**src/rtl/thalarm_pkg.sv**
```systemverilog
package thalarm_pkg;

   // limit watched next in latched mode
   typedef enum logic {
      ARM_TRIP = 1'b0,
      ARM_REL  = 1'b1
   } arm_e;

   // configuration byte bit positions
   localparam int CFG_HALT  = 0;
   localparam int CFG_MODE  = 1;
   localparam int CFG_POL   = 2;
   localparam int CFG_RL_LO = 3;
   localparam int CFG_RL_W  = 2;

   // power-up values for the register bank that feeds this block
   localparam logic [8:0] DEF_TRIP = 9'd160;
   localparam logic [8:0] DEF_REL  = 9'd150;
   localparam logic [7:0] DEF_CFG  = 8'h00;

   localparam int RUN_MAX = 6;

   function automatic int unsigned run_len(input logic [CFG_RL_W-1:0] code);
      case (code)
         2'b00:   return 1;
         2'b01:   return 2;
         2'b10:   return 4;
         default: return 6;
      endcase
   endfunction

endpackage

```
**src/rtl/thalarm_cmp.sv**
```systemverilog
module thalarm_cmp
   import thalarm_pkg::*;
#(
   parameter int TW     = 9,
   parameter bit SIGNED = 1'b1
) (
   input  logic [TW-1:0] temp,
   input  logic [TW-1:0] lim_trip,
   input  logic [TW-1:0] lim_rel,
   input  arm_e          watch,
   output logic          fault
);

   logic above_trip;
   logic below_rel;

   generate
      if (SIGNED) begin : g_signed
         assign above_trip = $signed(temp) > $signed(lim_trip);
         assign below_rel  = $signed(temp) < $signed(lim_rel);
      end else begin : g_unsigned
         assign above_trip = temp > lim_trip;
         assign below_rel  = temp < lim_rel;
      end
   endgenerate

   assign fault = (watch == ARM_REL) ? below_rel : above_trip;

endmodule

```
**src/rtl/thalarm_runq.sv**
```systemverilog
module thalarm_runq
   import thalarm_pkg::*;
#(
   parameter int RW = 2,
   parameter int MAXLEN = RUN_MAX,
   localparam int CW = $clog2(MAXLEN + 1)
) (
   input  logic          clk,
   input  logic          rst_n,
   input  logic          clr,
   input  logic          smp_en,
   input  logic          fault,
   input  logic [RW-1:0] code,
   output logic          evt,
   output logic [CW-1:0] cnt
);

   logic [CW-1:0] need;
   logic [CW-1:0] cnt_nx;
   logic          done;

   assign need   = CW'(run_len(code));
   assign cnt_nx = cnt + 1'b1;
   assign done   = (cnt_nx >= need);
   assign evt    = smp_en & fault & done;

   always_ff @(posedge clk or negedge rst_n) begin
      if (!rst_n) begin
         cnt <= '0;
      end else if (clr) begin
         cnt <= '0;
      end else if (smp_en) begin
         if (fault && !done) cnt <= cnt_nx;
         else                cnt <= '0;
      end
   end

   // the count never reaches the required length
   p_cnt_below_len_r8: assert property (@(posedge clk) disable iff (!rst_n)
      cnt < need || $changed(code));

   // a halted or latched queue stays empty
   p_clr_empties_r7: assert property (@(posedge clk) disable iff (!rst_n)
      clr |=> (cnt == '0));

endmodule

```
**src/rtl/thalarm_state.sv**
```systemverilog
module thalarm_state
   import thalarm_pkg::*;
(
   input  logic clk,
   input  logic rst_n,
   input  logic latch_mode,
   input  logic halt,
   input  logic rd,
   input  logic evt,
   output logic active,
   output arm_e arm
);

   always_ff @(posedge clk or negedge rst_n) begin
      if (!rst_n) begin
         active <= 1'b0;
         arm    <= ARM_TRIP;
      end else if (latch_mode) begin
         if (halt) begin
            active <= 1'b0;
            arm    <= ARM_TRIP;
         end else if (active) begin
            if (rd) begin
               active <= 1'b0;
               arm    <= (arm == ARM_TRIP) ? ARM_REL : ARM_TRIP;
            end
         end else if (evt) begin
            active <= 1'b1;
         end
      end else begin
         arm <= ARM_TRIP;
         if (evt) active <= ~active;
      end
   end

   // thermostat state moves only on a queue event
   p_thermo_hold_r4: assert property (@(posedge clk) disable iff (!rst_n)
      (!latch_mode && !evt) |=> $stable(active));

   // halt in latched mode clears and re-arms
   p_halt_clear_r7: assert property (@(posedge clk) disable iff (!rst_n)
      (latch_mode && halt) |=> (!active && arm == ARM_TRIP));

   // clearing read swaps the armed limit
   p_arm_swap_r6: assert property (@(posedge clk) disable iff (!rst_n)
      (latch_mode && !halt && active && rd) |=> (arm != $past(arm)));

   // latched alarm holds without a read or halt
   p_latch_hold_r5: assert property (@(posedge clk) disable iff (!rst_n)
      (latch_mode && active && !rd && !halt) |=> active);

endmodule

```
**src/rtl/thalarm_ctrl.sv**
```systemverilog
module thalarm_ctrl
   import thalarm_pkg::*;
#(
   parameter int TW      = 9,
   parameter bit SIGNED  = 1'b1,
   parameter bit OUT_REG = 1'b0
) (
   input  logic          clk,
   input  logic          rst_n,
   input  logic          smp_vld,
   input  logic [TW-1:0] smp_temp,
   input  logic [TW-1:0] lim_trip,
   input  logic [TW-1:0] lim_rel,
   input  logic [7:0]    cfg,
   input  logic          reg_rd,
   output logic          alarm_pin
);

   localparam int CW = $clog2(RUN_MAX + 1);

   generate
      if (TW < 4) begin : g_bad_tw
         $error("thalarm_ctrl: TW must be at least 4");
      end
      if (CFG_RL_LO + CFG_RL_W > 8) begin : g_bad_cfg
         $error("thalarm_ctrl: run-length field exceeds configuration byte");
      end
   endgenerate

   logic                halt;
   logic                latch_mode;
   logic                pol_hi;
   logic [CFG_RL_W-1:0] rl_code;
   logic                active;
   arm_e                arm;
   arm_e                watch;
   logic                fault;
   logic                evt;
   logic                q_clr;
   logic                q_en;
   logic [CW-1:0]       q_cnt;
   logic                pin_nx;

   assign halt       = cfg[CFG_HALT];
   assign latch_mode = cfg[CFG_MODE];
   assign pol_hi     = cfg[CFG_POL];
   assign rl_code    = cfg[CFG_RL_LO +: CFG_RL_W];

   assign watch = latch_mode ? arm : (active ? ARM_REL : ARM_TRIP);
   assign q_clr = halt | (latch_mode & active);
   assign q_en  = smp_vld & ~q_clr;

   thalarm_cmp #(.TW(TW), .SIGNED(SIGNED)) u_cmp (
      .temp     (smp_temp),
      .lim_trip (lim_trip),
      .lim_rel  (lim_rel),
      .watch    (watch),
      .fault    (fault)
   );

   thalarm_runq #(.RW(CFG_RL_W), .MAXLEN(RUN_MAX)) u_runq (
      .clk    (clk),
      .rst_n  (rst_n),
      .clr    (q_clr),
      .smp_en (q_en),
      .fault  (fault),
      .code   (rl_code),
      .evt    (evt),
      .cnt    (q_cnt)
   );

   thalarm_state u_state (
      .clk        (clk),
      .rst_n      (rst_n),
      .latch_mode (latch_mode),
      .halt       (halt),
      .rd         (reg_rd),
      .evt        (evt),
      .active     (active),
      .arm        (arm)
   );

   assign pin_nx = pol_hi ? active : ~active;

   generate
      if (OUT_REG) begin : g_out_reg
         always_ff @(posedge clk or negedge rst_n) begin
            if (!rst_n) alarm_pin <= ~cfg[CFG_POL];
            else        alarm_pin <= pin_nx;
         end
      end else begin : g_out_comb
         assign alarm_pin = pin_nx;
      end
   endgenerate

   // a halted block keeps the queue empty on the next cycle
   p_halt_no_count_r7: assert property (@(posedge clk) disable iff (!rst_n)
      halt |=> (q_cnt == '0));

   // thermostat activation only follows a sample
   p_rise_needs_sample_r2: assert property (@(posedge clk) disable iff (!rst_n)
      (!latch_mode && !active && !smp_vld) |=> !active);

endmodule

```
**config.mk**
```make
export PLATFORM = sky130hd
export DESIGN_NAME = thalarm_ctrl
export DESIGN_NICKNAME = d
export VERILOG_FILES = /design/src/rtl/thalarm_pkg.sv /design/src/rtl/thalarm_cmp.sv /design/src/rtl/thalarm_runq.sv /design/src/rtl/thalarm_state.sv /design/src/rtl/thalarm_ctrl.sv
export SDC_FILE = /design/constraint.sdc
export NUM_CORES = 1
export LEC_CHECK = 0
export BUFFER_PORTS_ARGS = -buffer_cell sky130_fd_sc_hd__buf_4
export CAP_MARGIN = 5
export CORE_MARGIN = 8
export CORE_UTILIZATION = 40
export CTS_BUF_LIST = sky130_fd_sc_hd__clkbuf_4 sky130_fd_sc_hd__clkbuf_8 sky130_fd_sc_hd__clkbuf_16
export CTS_CLUSTER_DIAMETER = 40
export CTS_CLUSTER_SIZE = 25
export DETAILED_ROUTE_END_ITERATION = 8
export HOLD_SLACK_MARGIN = 0.12
export MAX_ROUTING_LAYER = met4
export PLACE_DENSITY = 0.67
export SLEW_MARGIN = 40
export SYNTH_ARGS = -nofsm -noshare
export SYNTH_HDL_FRONTEND = slang
export SYNTH_HIERARCHICAL = 1
export SYNTH_SLANG_ARGS = --single-unit
```
**constraint.sdc**
```tcl
create_clock -name clk -period 4.84 [get_ports clk]
set_input_delay 0.726 -clock clk [delete_from_list [all_inputs] [get_ports clk]]
set_output_delay 0.726 -clock clk [all_outputs]
set_load 0.01 [all_outputs]
```
[Yosys cells after proc, flatten, opt, wreduce, memory -nomap -nowiden]
Cells that the tools add are included.
Word-level totals
  flip-flop bits (word level): 5
  input bits: 39
  word-level logic and storage cells: 43
Cells by class
  add/sub/neg operators: 1
  order comparisons: 3
  eq/ne operators: 4
  muxes and demuxes: 19
  bitwise gates (word level): 7
  reduce and logical (&&, ||, !) cells: 6
Operators by type and width (count)
  2-to-1 mux 1 bit: 15
  > comparator 9 bit: 1
  < comparator 9 bit: 1
  2-to-1 mux 3 bit: 3
  one-hot mux 3 bit (3 select lines): 1
  inequality test 3 x 2 -> 1 bit (second input constant): 2
  AND 1 bit: 4
  nonzero test 2 bit: 2
  adder 3 x 1 -> 3 bit (second input constant): 1
  greater-or-equal comparator 3 bit: 1
  equality test 2 x 1 -> 1 bit (second input constant): 1
  equality test 2 bit (second input constant): 1
  logical NOT 2 bit: 1
  NOT 1 bit: 2
  AND reduction 2 bit: 1
  logical AND 1 bit: 1
  logical NOT 1 bit: 1
  OR 1 bit: 1

[Logic depth before layout (Yosys ltp)]
Gate-level depths: netlist of run 1.
  word-level depth: 10
  gate-level depth with buffers: 9
  mapped depth without buffers: 9

[Modules after synthesis]
The synthesis of run 1 kept the hierarchy.
Modules (own cells, without submodules)
  thalarm_cmp: instances 1, cells each 64, area an instance 455.4 um^2, sequential area each 0.0 um^2
  thalarm_runq: instances 1, cells each 26, area an instance 261.5 um^2, sequential area each 75.1 um^2
  thalarm_state: instances 1, cells each 11, area an instance 111.4 um^2, sequential area each 50.0 um^2
  thalarm_ctrl: instances 1, cells each 5, area an instance 41.3 um^2, sequential area each 0.0 um^2

[Least setup slack after synthesis of run 1]
No wires, ideal clock.
  path type: input to register
  from: input lim_trip[6]
  to: register u_state.active
  setup time: 123 ps
  data arrival time: 2448 ps
  setup slack: 2269 ps
  cell stages on the path: 8
  path buffers: 0
  path through: inv_1 ha_1 a21o_1 a2111o_1 a211oi_1 o221ai_1 and3_1 o221a_2
On the way
  word-level cells in the longest chain between the ends: 8
  elaborated cells on any way between the ends: 9
  those cells by class: order compare (1); mux (5); bitwise (2); reduce/logical (1)
Ends and longest elaborated chain
  start: declaration: line thalarm_ctrl.sv:12  | input logic [TW-1:0] lim_trip,
  > comparator 9 bit *: line thalarm_cmp.sv:19  | assign above_trip = $signed(temp) > $signed(lim_trip);
  2-to-1 mux 1 bit *: line thalarm_cmp.sv:27  | assign fault = (watch == ARM_REL) ? below_rel : above_trip;
  named net fault: line thalarm_ctrl.sv:37  | logic fault;
  AND 1 bit * (2 in a row): line thalarm_runq.sv:25  | assign evt = smp_en & fault & done;
  named net evt: line thalarm_ctrl.sv:38  | logic evt;
  2-to-1 mux 1 bit: line thalarm_state.sv:27  | end else if (evt) begin
  2-to-1 mux 1 bit: line thalarm_state.sv:22  | end else if (active) begin
  2-to-1 mux 1 bit: line thalarm_state.sv:19  | if (halt) begin
  2-to-1 mux 1 bit: line thalarm_state.sv:18  | end else if (latch_mode) begin
  end signal: assignment: line thalarm_state.sv:32  | if (evt) active <= ~active;
  end: declaration: line thalarm_state.sv:10  | output logic active,
Mark *: on every way through the listed nets, which the timed path passes. The rest lies on a longest branch.
A chain may end at the register's enable or synchronous reset.

[Worst setup path after layout of run 1]
  from: input smp_temp[6]
  to: register u_state.active
On the way
  word-level cells in the longest chain between the ends: 8
  elaborated cells on any way between the ends: 10
  those cells by class: order compare (2); mux (5); bitwise (2); reduce/logical (1)
Ends and longest elaborated chain
  start: declaration: line thalarm_ctrl.sv:11  | input logic [TW-1:0] smp_temp,
  > comparator 9 bit / < comparator 9 bit (equally long branches): line thalarm_cmp.sv:19, thalarm_cmp.sv:20
  2-to-1 mux 1 bit *: line thalarm_cmp.sv:27
  named net fault: line thalarm_ctrl.sv:37
  AND 1 bit * (2 in a row): line thalarm_runq.sv:25
  named net evt: line thalarm_ctrl.sv:38
  2-to-1 mux 1 bit: line thalarm_state.sv:27
  2-to-1 mux 1 bit: line thalarm_state.sv:22
  2-to-1 mux 1 bit: line thalarm_state.sv:19
  2-to-1 mux 1 bit: line thalarm_state.sv:18
Marked as above.

==> results of run 1 <==
[power by group through the flow]
stage	Combinational, W	Sequential [W]	Clock (W)
after floorplan	0.0000447	0.0000458	0
after global routing	0.0000913	0.0000460	0.0000635
final	0.0000802	0.0000457	0.0000582
after global placement	0.0000785	0.0000463	0
after detailed placement	0.0000810	0.0000464	0
after CTS	0.0000813	0.0000457	0.0000603
[final timing paths]
kind,from,endpoint,depth (start not counted)
max,smp_temp[6],u_state/active,8
min,rst_n,u_runq/cnt[2],1
max reg2reg,u_runq/cnt[0],u_state/active,8
min reg2reg,u_runq/cnt[1],u_runq/cnt[1],2
max in group asynchronous,rst_n,u_state/active,1
min in group clk,u_runq/cnt[1],u_runq/cnt[1],2
[area by class of cell]
type | count | area [um2] | area share
Inverter | 25 | 93.8 | 0.0779
Clock buffer | 4 | 30.0 | 0.0249
Multi-Input combinational cell | 76 | 651 | 0.540
Timing Repair Buffer | 36 | 270 | 0.224
Tap cell | 28 | 35.0 | 0.0291
Sequential cell | 5 | 125 | 0.104
[placed cells by master (no fill, tap or decap), drive strengths merged]
cell     synthesis  routed
nor3b            1       1
o221a            1       1
and3             1       1
nand3b           1       1
o31ai            1       1
o2111ai          1       1
nand2            7       7
clkbuf           0       4
nand3            2       2
buf              0      36
nor3             1       1
a2111o           1       1
mux2             1       1
inv             25      25
xor2             1       1
a21bo            1       1
nor2b            3       3
nand4b           3       3
dfrtp            5       5
a21boi           1       1
o21a             1       1
o21ai            5       5
nand4            1       1
nor2             5       5
and4b            1       1
a21oi            6       6
ha              21      21
nand2b           1       1
o32ai            2       2
a211oi           1       1
o221ai           1       1
a21o             2       2
a31oi            1       1
xnor2            1       1
[layer usage]
metal  wire, um  part of all wire
met5          0                 0
met4         22             0.011
met3        127             0.061
met2       1050              0.50
met1        895              0.43
[kinds of logic (layout without fill, tap and decap cells)]
family,after synthesis,count (layout),synth area share
AO/OA/AOI/OAI,25,25,0.217
XOR/XNOR,2,2,0.0288
adder cells (fa/ha/maj),21,21,0.302
buffers and inverters,25,65,0.108
flip-flops,5,5,0.144
multiplexers,1,1,0.0173
AND/OR/NAND/NOR,27,27,0.183
[worst max-delay path, cell delays in order]
cell	delay, ns
buf_4	0.12
ha_1	0.28
a21o_1	0.18
a2111o_1	0.40
a211oi_1	0.24
o221ai_1	0.24
and3_1	0.23
o221a_2	0.28
[sequential cells by signal, indices dropped and copies added, names as in the netlist]
signal and flops:
u_state/active 1, u_runq/cnt 3, u_state/arm 1
[stage by stage]
stage	hold WS [ns]	cell area, um2	util	power (W)
6_report	0.264	1200	0.566	0.000184
5_1_grt	0.257	1200	0.566	0.000201
4_1_cts	0.263	1200	0.566	0.000187
3_5_place_dp	0.525	1170	0.552	0.000127
3_3_place_gp	0.473	1170	0.552	0.000125
2_1_floorplan	0.430	870	-	0.0000905
==> qor.yml, run 1 <==
status:
  status: "complete, no violations"
power:
  seqPwrFrac: 0.248
  comb_power_share: 0.435
  power_density_nw_per_um2: 153
  internal-power_w: 0.000125
  p_clk_frac: 0.316
  swShare: 0.324
  ir_worst_vdd_mv: 0.136
  p_leak_nw: 0.678
  netSwitchingPower_w: 0.0000597
route:
  drt_iter0_drc: 17
  wl_per_cell_um: 12.0
  drcViolationCount: 0
  viasPerCell: 4.98
  routed_wl_um: 2090
  detail-route-antenna-nets: 0
  vias: 866
  drt_pre_antenna_iters: 4
yosys:
  synth_fp_nets: 166
  synth-seq-area-share: 0.144
  yosysMostFrequentCell: "inv_1"
  synth_common_cells: "inv_1, ha_1, nand2_1, a21oi_1, dfrtp_1"
  ys_top_cells_by_area: "ha_1, dfrtp_1, inv_1"
  synthDistinctLibCells: 36
  syn_area_per_cell_um2: 8.20
  synthArstFlopShare: 1.00
  netlist_instances: 106
  yosysTopAreaCell: "ha_1"
  synth-edff-count: 0
  syn-cell-area_um2: 870
  synth_seq_cells: 5
  ys.flop_type: "dfrtp_1"
  yosysWarningCount: 6
  netlist.area_leader.share: 0.302
clock_tree:
  cts_tree: "built"
  cts_sinks: 5
  cts_setup_buffers: 0
  ctsHtreeMaxLevel: 1
  cts.path.max_buffers: 2
  cts-root-buf: "clkbuf_4"
  cts_hold_buf: 0
  clk_pin_slew_worst_paths_ns: 0.05
  ctsResizeCount: 0
  worstSkewPairLatency_ns: 0.25
  numCtsBuffers: 3
worst_setup_path:
  arrival_ns: 2.69
  cp-end-kind: "flip-flop"
  r2r_slack_ns: 2.83
  crit_fanout: 4
  critPathLaunchType: "input port"
  cp.required_ns: 4.98
  worstSetupPathType: "in -> reg"
timing:
  tightestPinTransition_ns: 0.365
  max_freq_ghz: 0.392
  slew_violations: 0
  grt_setup_unrepaired: "no"
  finalCriticalPeriod_ns: 2.55
  slew_headroom: 0.757
  finalClockSkew_ns: 0.00561
  setup_viol: 0
  tns_ns: 0
  finalHoldViolCount: 0
  finalWorstSetupSlack_ns: 2.29
  fin_crit_sh: 0.527
floorplan:
  initial_core_util: 0.409
  core_um2: 2130
  die_area_um2: 3920
  die_w_um: 62.6
  io_pins: 40
  row_count: 17
  die_h_um: 62.6
cells_and_area:
  layout.cells.non_filler: 174
  nets: 207
  area_delta_synth_final_pct: 38.6
  nFillCells: 211
  n_antenna_cell: 0
  drive_gt1_frac: 0.336
global_routing:
  use_met2: 0.206
  grt_pass1_vias: 940
  grt_usage: 0.113
  grt_busiest_layer: "met2"
  use_met1: 0.114
  grt_max_degree: 8
  met3_usage: 0.0287
  grt_first_pass_wirelength_um: 3730
  grt_antenna_before_repair: 0
  overflow: 0
placed_design:
  place_congestion: 0.799
  hpwl_um: 1820
  portBuffers: 36
  dp_slack_ns: 2.04
  place_inst: 170
run:
  cap_violations: 0
hold_path:
  hold_path.class: "in -> async"
Note: power is estimated with default switching activity, not from simulation.
==> run 2, diff against run 1 <==
- PLACE_DENSITY: 0.67 -> 0.7
- clock period: 4.84 -> 2.1 ns (I/O delays scaled with it)
==> qor.yml, run 2 (synthesis gave the netlist of run 1 again) <==
status:
  status: "complete, no violations"
placed_design:
  portBuffers: 36  # unchanged
  place_congestion: 0.811  # +1.5%
  dpl_cell_area_um2: 1200  # +2.2%
  hpwl_um: 1940  # +6.6%
  dp_slack_ns: -0.133  # -2.17 ns
cells_and_area:
  final_util: 0.604  # +0.0376
  nets: 212  # +2.4%
  area_delta_synth_final_pct: 47.8
  drive_gt1_frac: 0.384  # +0.0485
  final_cell_mix: "buf_4, inv_1, ha_1, nand2_1"
  top_register: "u_runq/cnt"
  stdcell_area_um2: 1280  # +6.6%
  final_common_cell: "buf_4"
  largest_reg_flops: 3  # unchanged
  n_antenna_cell: 0  # unchanged
  reg.largest.list: "u_runq/cnt (3), u_state/active (1), u_state/arm (1)"
route:
  drt_pre_antenna_iters: 4  # unchanged
  viasPerCell: 5.02  # +0.80%
  drt_iter0_drc: 23  # +6
  wl_per_cell_um: 12.3  # +2.2%
  detail-route-antenna-nets: 0  # unchanged
  drcViolationCount: 0  # unchanged
  vias: 898  # +3.7%
  routed_wl_um: 2200  # +5.2%
global_routing:
  grt_usage: 0.117  # +0.00381
  grt_first_pass_wirelength_um: 3910  # +4.8%
  grt_max_degree: 8  # unchanged
  grt_pass1_vias: 981  # +4.4%
  grt_antenna_before_repair: 0  # unchanged
  overflow: 0  # unchanged
floorplan:
  initial_core_util: 0.409  # unchanged
  die_w_um: 62.6  # unchanged
  row_count: 17  # unchanged
  die_h_um: 62.6  # unchanged
  io_pins: 40  # unchanged
  die_area_um2: 3920  # unchanged
  core_um2: 2130  # unchanged
clock_tree:
  numCtsBuffers: 3  # unchanged
  cts-root-buf: "clkbuf_4"
  cts.path.max_buffers: 2  # unchanged
  clk_pin_slew_worst_paths_ns: 0.04  # about the same
  cts_sinks: 5  # unchanged
  worstSkewPairLatency_ns: 0.24  # about the same
  cts_tree: "built"
  ctsHtreeMaxLevel: 1  # unchanged
power:
  power_density_nw_per_um2: 344  # +120%
  ir_worst_vdd_mv: 0.344  # +150%
  p_leak_nw: 0.705  # +4.0%
run:
  cap_violations: 0  # unchanged
timing:
  finalHoldViolCount: 0  # unchanged
  fin_crit_sh: 0.961
  slew_headroom: 0.822  # +0.0650
  max_freq_ghz: 0.496
  finalWorstSetupSlack_ns: 0.0819  # -2.21 ns
  finalCriticalPeriod_ns: 2.02
  tightestPinTransition_ns: 0.265  # -0.0998 ns
  slew_violations: 0  # unchanged
  setup_viol: 0  # unchanged
  holdWs_ns: 0.343  # +0.0791 ns
  finalClockSkew_ns: 0.000758  # -0.00485 ns
worst_setup_path:
  arrival_ns: 2.14  # -0.55 ns
  r2r_slack_ns: 0.08  # -2.75 ns
  critPathLaunchType: "flip-flop"
  cp.required_ns: 2.23  # -2.75 ns
  cp-end-kind: "flip-flop"
  crit_fanout: 4  # unchanged
  reg2reg_depth: 8  # unchanged
  worstSetupPathType: "reg -> reg"
hold_path:
  hold_path_depth: 3
  hold_path.class: "in -> reg"
## run 2: cell types whose count changed in the layout (fill, tap and decap cells not counted), sizes merged
| cell | change |
|---|---|
| buf | +4 |
| dlygate4sd3 | +1 |
## run 2: path summary, 6_finish.rpt
check,end,start
max,u_state/active,u_runq/cnt[0]
min,u_state/arm,cfg[0]
max reg2reg,u_state/active,u_runq/cnt[0]
min reg2reg,u_runq/cnt[1],u_runq/cnt[1]
max in group asynchronous,u_runq/cnt[1],rst_n
min in group asynchronous,u_runq/cnt[2],rst_n
## run 2: worst max-delay path, cell delays in order, from the launching register on
cell,delay (ns)
dfrtp_1,0.41
ha_1,0.25
xor2_2,0.21
ha_4,0.28
nand2_1,0.08
o21ai_4,0.19
and3_4,0.21
nand2_1,0.04
o221a_2,0.24
## run 2: timing repair
item	CTS	global route
resized for setup	0	4
hold buffers	1	0
endpoints found under the setup margin	0	1
hold endpoints to repair	5	0
buffers inserted	0	2
## run 2: power by group
part	switching, W	total, W	leakage (nW)	internal, W
clock	0.0000392	0.000124	0.0184	0.0000847
combinational	0.0000929	0.000212	0.617	0.000119
sequential	0.00000518	0.000106	0.0692	0.000101
## run 2: area by class of cell
| type | count | area (um2) |
|---|---|---|
| Fill cell | 194 | 842 |
| Tap cell | 28 | 35.0 |
| Clock buffer | 4 | 30.0 |
| Multi-Input combinational cell | 76 | 691 |
| Timing Repair Buffer | 41 | 310 |
| Inverter | 25 | 93.8 |
| Sequential cell | 5 | 125 |
## run 2: per-stage QoR
stage                     power [W]  std cells  setup TNS (ns)
after global routing       0.000482        179         -0.0117
after CTS                  0.000435        177               0
after floorplan            0.000213        106               0
final                      0.000442        179               0
after detailed placement   0.000307        172          -0.133
after global placement     0.000299        172         -0.0982
## run 2: routing by layer
metal	global-route usage	routed length [um]	up-vias
li1	-	-	463
met5	-	0	-
met4	0.0256	14	0
met2	0.213	1100	24
met1	0.123	991	409
met3	0.0305	94	2
==> run 3, diff against run 2 <==
- CORE_MARGIN: 8 -> not set
==> qor.yml, run 3 (synthesis gave the netlist of run 1 again) <==
status:
  status: "complete, no violations"
timing:
  tightestPinTransition_ns: 0.310  # +0.0449 ns
  setup_viol: 0  # unchanged
  finalCriticalPeriod_ns: 2.02  # +0.000332 ns
  slew_headroom: 0.793  # -0.0286
  fin_crit_sh: 0.961  # about the same
  finalHoldViolCount: 0  # unchanged
  finalClockSkew_ns: 0.00219  # +0.00143 ns
  slew_violations: 0  # unchanged
  max_freq_ghz: 0.495  # about the same
cells_and_area:
  top_register: "u_runq/cnt"
  multi_input_area_um2: 669  # -3.1%
  nFillCells: 176  # -9.3%
  reg.largest.list: "u_runq/cnt (3), u_state/active (1), u_state/arm (1)"
  final_common_cell: "buf_4"
  final_util: 0.627  # +0.0228
  drive_gt1_frac: 0.373  # -0.0108
  area_delta_synth_final_pct: 44.3
  register_area_um2: 125  # unchanged
  largest_reg_flops: 3  # unchanged
  n_antenna_cell: 0  # unchanged
  nets: 211  # -0.47%
  stdcell_area_um2: 1250  # -2.3%
  final_cell_mix: "buf_4, inv_1, ha_1, nand2_1, a21oi_1"
route:
  vias: 870  # -3.1%
  drt_iter0_drc: 9  # -61%
  viasPerCell: 4.92  # -2.0%
  routed_wl_um: 1920  # -13%
  wl_per_cell_um: 10.9  # -12%
  drcViolationCount: 0  # unchanged
  detail-route-antenna-nets: 0  # unchanged
  drt_pre_antenna_iters: 4  # unchanged
hold_path:
  hold_path_depth: 3  # unchanged
  min-delay-start: "cfg[0]"
  hold_path.class: "in -> reg"
power:
  p_leak_nw: 0.696  # -1.3%
  ir_worst_vdd_mv: 0.367  # +6.7%
  power_density_nw_per_um2: 342  # -0.41%
clock_tree:
  worstSkewPairLatency_ns: 0.24  # about the same
  cts-root-buf: "clkbuf_4"
  cts_tree: "built"
  clk_pin_slew_worst_paths_ns: 0.04  # about the same
  cts.path.max_buffers: 2  # unchanged
  cts_sinks: 5  # unchanged
  ctsHtreeMaxLevel: 1  # unchanged
  numCtsBuffers: 3  # unchanged
worst_setup_path:
  arrival_ns: 2.14  # about the same
  timing.critical_path.mode_cell: "nand2_1"
  critPathLaunchType: "flip-flop"
  crit_path_cell_trace: "ha_2 > xor2_2 > ha_1 > nand2_1 > o21ai_2 > and3_4 > nand2_1 > o221a_2"
  worstSetupPathType: "reg -> reg"
  slowest_delay_ns: 0.39  # -0.02 ns
  cp-end-kind: "flip-flop"
  r2r-start: "u_runq/cnt[0]"
  crit_fanout: 4  # unchanged
  cp.required_ns: 2.22  # about the same
  crit_slowest_cell: "dfrtp_1"
  reg2reg_depth: 8  # unchanged
  cp-startpoint: "u_runq/cnt[0]"
floorplan:
  initial_core_util: 0.434  # +0.0256
  row_count: 16  # -1
  die_w_um: 48.6  # -22%
  io_pins: 40  # unchanged
  die_area_um2: 2360  # -40%
  die_h_um: 48.6  # -22%
  core_um2: 2000  # -5.9%
placed_design:
  dpl_cell_area_um2: 1200  # -0.10%
  hpwl_um: 1630  # -16%
  portBuffers: 36  # unchanged
  place_congestion: 0.706  # -13%
global_routing:
  grt_first_pass_wirelength_um: 3320  # -15%
  grt_pass1_vias: 864  # -12%
  grt_antenna_before_repair: 0  # unchanged
  grt_max_degree: 8  # unchanged
  grt_usage: 0.182  # +0.0653
  overflow: 0  # unchanged
run:
  cap_violations: 0  # unchanged
## run 3: cell types whose count changed in the layout (fill, tap and decap cells not counted)
cell,delta
buf_4,-1
a21oi_1,+1
a21oi_2,-1
o21ai_2,+1
o21ai_4,-1
ha_2,+1
ha_4,-1
## run 3: power by group
group          total, W  switching (W)  internal, W
registers      0.000106     0.00000510     0.000101
logic          0.000202      0.0000901     0.000112
clock network  0.000122      0.0000373    0.0000846
## run 3: timing repair
| action | CTS | global route |
|---|---|---|
| setup endpoints to repair | 0 | 1 |
| hold buffers | 1 | 0 |
| buffers inserted | 0 | 1 |
| endpoints found under the hold margin | 5 | 0 |
| resized for setup | 0 | 2 |
## run 3: final timing paths
| kind | to | slack (ns) |
|---|---|---|
| min in group asynchronous | u_state/active | 0.43 |
| max reg2reg | u_state/active | 0.08 |
| max | u_state/active | 0.08 |
| max in group asynchronous | u_runq/cnt[0] | 1.57 |
| min reg2reg | u_runq/cnt[1] | 0.51 |
| min | u_state/arm | 0.34 |
## run 3: area by class of cell
class,count,area share
Multi-Input combinational cell,76,0.533
Timing Repair Buffer,40,0.241
Sequential cell,5,0.0997
Inverter,25,0.0748
Tap cell,27,0.0269
Clock buffer,4,0.0239
## run 3: critical path, delay by kind of cell, from the launching register on
family | cells | cell delay, ns
xor+xnor | 1 | 0.18
fa+ha+maj | 2 | 0.51
flops | 1 | 0.39
compound gates | 2 | 0.48
simple gates | 3 | 0.34
## run 3: per-stage QoR
| stage | total power (W) | hold WS, ns | setup TNS, ns | setup slack (ns) | cells |
|---|---|---|---|---|---|
| 2_1_floorplan | 0.000213 | 0.0194 | 0 | 0.00791 | 106 |
| 3_3_place_gp | 0.000297 | 0.119 | -0.0892 | -0.0892 | 171 |
| 3_5_place_dp | 0.000303 | 0.121 | -0.145 | -0.145 | 171 |
| 4_1_cts | 0.000432 | 0.326 | 0 | 0.0573 | 176 |
| 5_1_grt | 0.000473 | 0.355 | -0.00285 | -0.00285 | 177 |
| 6_report | 0.000430 | 0.337 | 0 | 0.0816 | 177 |
## run 3: layer usage
layer,track usage,wire (um)
met1,0.175,802
met2,0.343,1040
met3,0.0409,80
met4,0.0833,0
met5,-,0
